**config.mk**
```make
export PLATFORM = sky130hd
export DESIGN_NAME = mcu_fifo_bridge
export DESIGN_NICKNAME = d
export VERILOG_FILES = /design/src/rtl/mcu_bridge_pkg.sv /design/src/rtl/strobe_sync.sv /design/src/rtl/fifo_core.sv /design/src/rtl/mcu_fifo_bridge.sv
export SDC_FILE = /design/constraint.sdc
export NUM_CORES = 1
export LEC_CHECK = 0
export ABC_AREA = 0
export BUFFER_PORTS_ARGS = -buffer_cell sky130_fd_sc_hd__clkbuf_2
export CORE_UTILIZATION = 50
export CTS_CLUSTER_SIZE = 40
export DETAILED_ROUTE_END_ITERATION = 16
export GPL_TIMING_DRIVEN = 0
export PLACE_DENSITY = 0.74
export SETUP_SLACK_MARGIN = 0.3
export SYNTH_ARGS = -nofsm -noshare
export SYNTH_HDL_FRONTEND = slang
export SYNTH_SLANG_ARGS = --single-unit
```
**constraint.sdc**
```tcl
create_clock -name clk -period 5.3 [get_ports clk]
set_input_delay 1.06 -clock clk [delete_from_list [all_inputs] [get_ports clk]]
set_output_delay 1.06 -clock clk [all_outputs]
set_load 0.02 [all_outputs]
```
**src/rtl/mcu_bridge_pkg.sv**
```systemverilog
package mcu_bridge_pkg;

    // Decoded view of one synchronized active-low strobe
    typedef struct packed {
        logic active;   // synchronized level is low
        logic lead;     // high-to-low transition seen
        logic trail;    // low-to-high transition seen
    } strobe_evt_t;

    typedef enum logic {
        STROBE_RD = 1'b0,
        STROBE_WR = 1'b1
    } strobe_sel_e;

    localparam int unsigned NUM_STROBES = 2;

    function automatic logic is_pow2(input int unsigned v);
        return (v != 0) && ((v & (v - 1)) == 0);
    endfunction

endpackage

```
**src/rtl/strobe_sync.sv**
```systemverilog
module strobe_sync
    import mcu_bridge_pkg::*;
#(
    parameter int unsigned SYNC_STAGES = 2
) (
    input  logic        clk,
    input  logic        rst,
    input  logic        strobe_n,
    output strobe_evt_t evt
);
    localparam int unsigned CHAIN_W = SYNC_STAGES + 1;

    // chain[0..SYNC_STAGES-1] synchronizer, chain[SYNC_STAGES] history flop
    logic [CHAIN_W-1:0] chain;
    logic cur_lvl;
    logic prev_lvl;

    always_ff @(posedge clk) begin
        if (rst) begin
            chain <= '1;  // inactive level: no false edge at reset release
        end else begin
            chain <= {chain[CHAIN_W-2:0], strobe_n};
        end
    end

    assign cur_lvl  = chain[SYNC_STAGES-1];
    assign prev_lvl = chain[SYNC_STAGES];

    always_comb begin
        evt.active = ~cur_lvl;
        evt.lead   = prev_lvl & ~cur_lvl;
        evt.trail  = ~prev_lvl & cur_lvl;
    end

    // a trailing event never lasts two cycles
    assert_single_trail_R3: assert property (@(posedge clk) disable iff (rst)
        evt.trail |=> !evt.trail);

    // a leading event is a one-cycle pulse too
    assert_single_lead_R4: assert property (@(posedge clk) disable iff (rst)
        evt.lead |=> !evt.lead);

endmodule

```
**src/rtl/fifo_core.sv**
```systemverilog
module fifo_core
    import mcu_bridge_pkg::*;
#(
    parameter int unsigned DATA_W = 8,
    parameter int unsigned DEPTH  = 4
) (
    input  logic              clk,
    input  logic              rst,
    input  logic              push,
    input  logic              pop,
    input  logic [DATA_W-1:0] din,
    output logic [DATA_W-1:0] head,
    output logic              empty,
    output logic              full,
    output logic              push_drop,
    output logic              pop_drop
);
    localparam int unsigned AW = (DEPTH > 1) ? $clog2(DEPTH) : 1;
    localparam int unsigned CW = AW + 1;

    logic [DATA_W-1:0] mem [DEPTH];
    logic [AW-1:0]     wr_ptr;
    logic [AW-1:0]     rd_ptr;
    logic [CW-1:0]     count;
    logic [CW-1:0]     count_next;
    logic              empty_q;
    logic              full_q;
    logic              push_ok;
    logic              pop_ok;

    initial begin
        if (!is_pow2(DEPTH)) $error("fifo_core: DEPTH must be a power of two");
    end

    assign push_ok   = push & ~full_q;
    assign pop_ok    = pop & ~empty_q;
    assign push_drop = push & full_q;
    assign pop_drop  = pop & empty_q;

    always_comb begin
        unique case ({push_ok, pop_ok})
            2'b10:   count_next = count + CW'(1);
            2'b01:   count_next = count - CW'(1);
            default: count_next = count;
        endcase
    end

    always_ff @(posedge clk) begin
        if (push_ok) mem[wr_ptr] <= din;
    end

    always_ff @(posedge clk) begin
        if (rst) begin
            wr_ptr  <= '0;
            rd_ptr  <= '0;
            count   <= '0;
            empty_q <= 1'b1;
            full_q  <= 1'b0;
        end else begin
            if (push_ok) wr_ptr <= wr_ptr + AW'(1);
            if (pop_ok)  rd_ptr <= rd_ptr + AW'(1);
            count   <= count_next;
            empty_q <= (count_next == '0);
            full_q  <= (count_next == CW'(DEPTH));
        end
    end

    assign head  = mem[rd_ptr];
    assign empty = empty_q;
    assign full  = full_q;

    // registered full flag agrees with occupancy
    assert_full_flag_R6: assert property (@(posedge clk) disable iff (rst)
        full_q |-> (count == CW'(DEPTH)));

    // a refused push leaves the write pointer alone
    assert_no_overflow_R6: assert property (@(posedge clk) disable iff (rst)
        (push && full_q) |=> $stable(wr_ptr));

    // a refused pop leaves the read pointer alone
    assert_no_underflow_R7: assert property (@(posedge clk) disable iff (rst)
        (pop && empty_q) |=> $stable(rd_ptr));

    // registered empty flag agrees with occupancy
    assert_empty_flag_R7: assert property (@(posedge clk) disable iff (rst)
        empty_q |-> (count == '0));

endmodule

```
**src/rtl/mcu_fifo_bridge.sv**
```systemverilog
module mcu_fifo_bridge
    import mcu_bridge_pkg::*;
#(
    parameter int unsigned DATA_W      = 8,
    parameter int unsigned DEPTH       = 4,
    parameter int unsigned SYNC_STAGES = 2
) (
    input  logic              clk,
    input  logic              rst,
    input  logic              mcu_rd_n,
    input  logic              mcu_wr_n,
    input  logic [DATA_W-1:0] mcu_data_in,
    output logic [DATA_W-1:0] mcu_data_out,
    output logic              mcu_data_oe,
    output logic              fifo_empty,
    output logic              fifo_full,
    output logic              access_err
);
    logic [NUM_STROBES-1:0] strobe_n_vec;
    strobe_evt_t            evt [NUM_STROBES];
    strobe_evt_t            rd_evt;
    strobe_evt_t            wr_evt;
    logic [DATA_W-1:0]      wr_hold;
    logic                   push_drop;
    logic                   pop_drop;
    logic                   err_q;

    assign strobe_n_vec[STROBE_RD] = mcu_rd_n;
    assign strobe_n_vec[STROBE_WR] = mcu_wr_n;

    for (genvar g = 0; g < NUM_STROBES; g++) begin : g_sync
        strobe_sync #(.SYNC_STAGES(SYNC_STAGES)) sync_i (
            .clk      (clk),
            .rst      (rst),
            .strobe_n (strobe_n_vec[g]),
            .evt      (evt[g])
        );
    end

    assign rd_evt = evt[STROBE_RD];
    assign wr_evt = evt[STROBE_WR];

    // Write data latched at the start of the access
    always_ff @(posedge clk) begin
        if (rst)              wr_hold <= '0;
        else if (wr_evt.lead) wr_hold <= mcu_data_in;
    end

    fifo_core #(.DATA_W(DATA_W), .DEPTH(DEPTH)) fifo_i (
        .clk       (clk),
        .rst       (rst),
        .push      (wr_evt.trail),
        .pop       (rd_evt.trail),
        .din       (wr_hold),
        .head      (mcu_data_out),
        .empty     (fifo_empty),
        .full      (fifo_full),
        .push_drop (push_drop),
        .pop_drop  (pop_drop)
    );

    always_ff @(posedge clk) begin
        if (rst)                       err_q <= 1'b0;
        else if (push_drop | pop_drop) err_q <= 1'b1;
    end

    assign access_err  = err_q;
    assign mcu_data_oe = rd_evt.active;

    // error flag is sticky
    assert_err_sticky_R6: assert property (@(posedge clk) disable iff (rst)
        err_q |=> err_q);

    // bus is driven from the start of a read access
    assert_oe_on_read_R8: assert property (@(posedge clk) disable iff (rst)
        rd_evt.lead |-> mcu_data_oe);

    // bus released once the read access has ended
    assert_oe_off_R8: assert property (@(posedge clk) disable iff (rst)
        rd_evt.trail |-> !mcu_data_oe);

    // a capture never coincides with the push of that access
    assert_capture_before_push_R4: assert property (@(posedge clk) disable iff (rst)
        wr_evt.lead |-> (wr_evt.active && !wr_evt.trail));

endmodule

```
==> flow_results.org <==
** Floorplan
- Measured along the x axis, the die boundary spans 68.23 um.
- Chip Height :: 68.23 um
- The region available for standard cell placement spans 4115 um2.
- Number of top-level pins :: 24
- The floorplan step defined a die boundary enclosing 4655 um2.
- Effective utilization at floorplan :: 53.30%
- Total number of placement rows :: 23

** STA
- Derived from the worst setup path, the maximum achievable clock frequency is 0.3727 GHz.
- Final critical-path required period :: 2683 ps
- Final setup violation count :: 0
- Setup TNS :: 0 ps
- Maximum clock skew at final layout :: 4.532 ps
- The final hold violation count was 0.
- Transition time at the pin with the least slew margin :: 561.5 ps
- The number of max-slew violations in the final report was 0.
- Setup repair after global routing left no endpoint under its margin.
- Worst-case headroom to the max-slew limit :: 62.57%
- Final WS setup :: 2617 ps
- Dividing the final minimum period by the clock period gives 50.62%.

** Yosys
- Post-synth EDFFs :: 32
- Synth cell types :: 29
- Synth area leaders :: edfxtp_1, dfxtp_1, mux4_2, mux2i_1, ha_1
- Counting every instance in the synthesized netlist gives 142.
- In this run the mean area of a mapped cell was 15.45 um2.
- By instance count, the leading cell after synthesis is edfxtp_1.
- Sorting the synthesized cells by how often they occur yields edfxtp_1, dfxtp_1, nor2_1, mux2i_1, mux4_2.
- Ys async rst share :: 0%
- Summing every instance area after synthesis gives 2193 um2.
- Area share of the leading cell type in the synthesized netlist :: 43.81%
- In this run, synthesis produced a sequential element count of 58.
- When the netlist entered floorplanning its net count stood at 160.
- During synthesis, Yosys emitted a total of 0 warnings.
- Cell accounting for the most synthesized area :: edfxtp_1
- Sequential fraction of the synthesis area :: 67.54%
- In the synthesized netlist the dominant register cell turns out to be edfxtp_1.

** Setup path
- WP data required :: 4240 ps
- The signal on the critical path passes through buf_2, mux4_2, clkbuf_2.
- STA classifies the critical path startpoint as a flop.
- Kind of cell adding the most delay to the critical path :: multiplexers
- Worst setup slack for register-to-register paths :: 2920 ps
- In this run the worst path has a maximum fanout of 8.
- On the critical path, the stage with the largest delay is an instance of mux4_2.
- For the worst setup path, the data arrival time is 1620 ps.
- The critical path is of the flop to output pin type.
- Worst stage delay on the critical path :: 550 ps
- STA classifies the critical path endpoint as an output pin.
- The number of buffers and inverters on the critical path is 2.

** Pwr
- Part of the power in the clock network :: 38.4%
- Of the total power, registers draw 58.1%.
- Peak supply drop :: 0.1969 mV
- Pwr Density :: 330.0 nW/um2
- For this design the static power due to leakage is 0.9323 nW.
- Share of total power consumed by net switching :: 20.89%
- Final Total Pwr :: 0.8338 mW
- Combinational logic burns 3.5% of the power.
- In this run the power spent charging and discharging nets is 0.1742 mW.
- Internal power of the cells :: 0.6595 mW

** Cells and area
- Layout area overhead :: 15.17%
- Core occupancy in the finished layout :: 61.39%
- After the last flow step, the layout net total stands at 194.
- 0 antenna diodes ended up in the layout.
- Share of post-route cells with drive strength above 1 :: 31.49%
- The filler cells instantiated in the layout total 328.

** Placement
- Global placement routability congestion :: 0.8468
- Post-place setup slack :: 2922 ps
- Final HPWL DP :: 2.408 mm
- Port buffering added 23 buffers.

** Clocking
- Clock Pin Slew Worst Setup and Hold Paths :: 60 ps
- Maximum level of the CTS H-tree :: 3
- Post-CTS Setup Bufs :: 0
- The clock passes through at most 2 buffers.
- TritonCTS built the clock tree.
- Clock latency on the worst-skew pair :: 320 ps
- Hold repair after CTS inserted 0 buffers.
- Post-CTS repair changed the size of 0 cells.
- Number of clock buffers inserted by TritonCTS :: 9
- Sinks on the clock net :: 58
- The tree is rooted in a clkbuf_8.

** Global routing
- The first global-routing pass estimated 5.851 mm of wire.
- Total global routing track utilization :: 18.93%
- Maximum number of pins on one net before global-route repair :: 11
- Global route total overflow :: 0
- The via count of the first global-routing pass was 1197.
- The number of antenna violations at the first check in global routing was 0.

** Flow run
- Across the run, the number of max-cap violations was 0.

** Run status
- Status :: completed

** Detailed routing
- In this run the remaining antenna-violating nets after routing total 0.
- After detailed routing, the number of vias per cell comes to 5.065.
- DRC violations left :: 0
- Detailed router's first-iteration violation count :: 79
- Wirelength, routed :: 3.517 mm
- After detailed routing, the average wire length per cell comes to 15.23 um.
- Via total after detailed routing :: 1170
- For this run, the detailed router's first-pass iteration total came to 4.

** Min path
- In this run the worst hold path is classified as flop to flop.
==> path summary, 6_finish.rpt <==
| path | start | to | cells after the start |
|---|---|---|---|
| max reg2reg | g_sync[1].sync_i.chain[1] | fifo_i.empty | 7 |
| min reg2reg | g_sync[0].sync_i.chain[0] | g_sync[0].sync_i.chain[1] | 1 |
| min | g_sync[0].sync_i.chain[0] | g_sync[0].sync_i.chain[1] | 1 |
| max | flop | mcu_data_out[6] | 3 |
==> worst register-to-register path: stages (launching register included) <==
cell and delay (ps):
dfxtp_1 360, nor3b_2 420, inv_1 90, ha_1 250
fa_1 390, xnor2_1 160, or4_4 430, and3_1 170
==> area by class of cell <==
type / instances / area [um2] / area share, %
Sequential cell: 58 / 1481 / 58.64
Multi-Input combinational cell: 73 / 660.6 / 26.15
Clock buffer: 12 / 135.1 / 5.349
Timing Repair Buffer: 23 / 115.1 / 4.557
Tap cell: 50 / 62.56 / 2.476
Buffer: 6 / 32.53 / 1.288
Clock inverter: 4 / 20.02 / 0.7925
Inverter: 5 / 18.77 / 0.7429
==> flip-flops by register name, indices dropped and copies added (netlist names), named ones only <==
| signal | count |
|---|---|
| fifo_i.mem | 32 |
| wr_hold | 8 |
| g_sync.sync_i.chain | 6 |
| fifo_i.count | 3 |
| fifo_i.rd_ptr | 2 |
| fifo_i.wr_ptr | 2 |
| access_err | 1 |
| fifo_i.empty | 1 |
| fifo_i.full | 1 |
==> kinds of logic after synthesis <==
group                    synth area share [%]
flip-flops                              67.54
AND/OR/NAND/NOR                         10.38
multiplexers                            12.78
buffers and inverters                   2.339
adder cells (fa/ha/maj)                 3.765
AO/OA/AOI/OAI                           1.198
XOR/XNOR                                1.996
==> cells in the final DEF (no fill, tap or decap), types with 2 or more instances in the layout <==
cell type | synthesis | final
edfxtp_1 | 32 | 32
dfxtp_1 | 26 | 26
clkbuf_2 | 0 | 23
nor2_1 | 16 | 16
mux2i_1 | 10 | 10
clkbuf_8 | 0 | 9
mux4_2 | 8 | 8
or2_2 | 6 | 6
inv_1 | 5 | 5
clkbuf_1 | 2 | 5
ha_1 | 5 | 5
and2_1 | 4 | 4
xnor2_1 | 4 | 4
clkinv_2 | 0 | 4
a21oi_1 | 3 | 3
buf_2 | 2 | 2
nor3b_2 | 2 | 2
nor2b_1 | 2 | 2
nand2_1 | 2 | 2
==> metrics by stage <==
stage	instance area [um2]	instances	hold slack, ps
2_1_floorplan	2193	142	389.5
3_3_place_gp	2371	215	392.1
3_5_place_dp	2371	215	395.8
4_1_cts	2526	231	407.4
5_1_grt	2526	231	425.7
6_report	2526	231	403.6
==> routing by layer <==
metal	GRT usage [%]	routed length, um	up-vias
met2	30.15	1718	30
met3	6.500	172	9
met4	10.16	80	0
li1	-	-	578
met1	22.44	1546	553
met5	0	0	-
==> power by group through the flow <==
stage | Combinational (mW) | Sequential (mW) | Clock (mW)
after global routing | 0.0326 | 0.485 | 0.351
after CTS | 0.0297 | 0.485 | 0.328
final | 0.0293 | 0.485 | 0.320
after detailed placement | 0.0296 | 0.494 | 0
after floorplan | 0.0182 | 0.493 | 0
after global placement | 0.0286 | 0.493 | 0
Note: power is estimated with default switching activity, not from simulation.
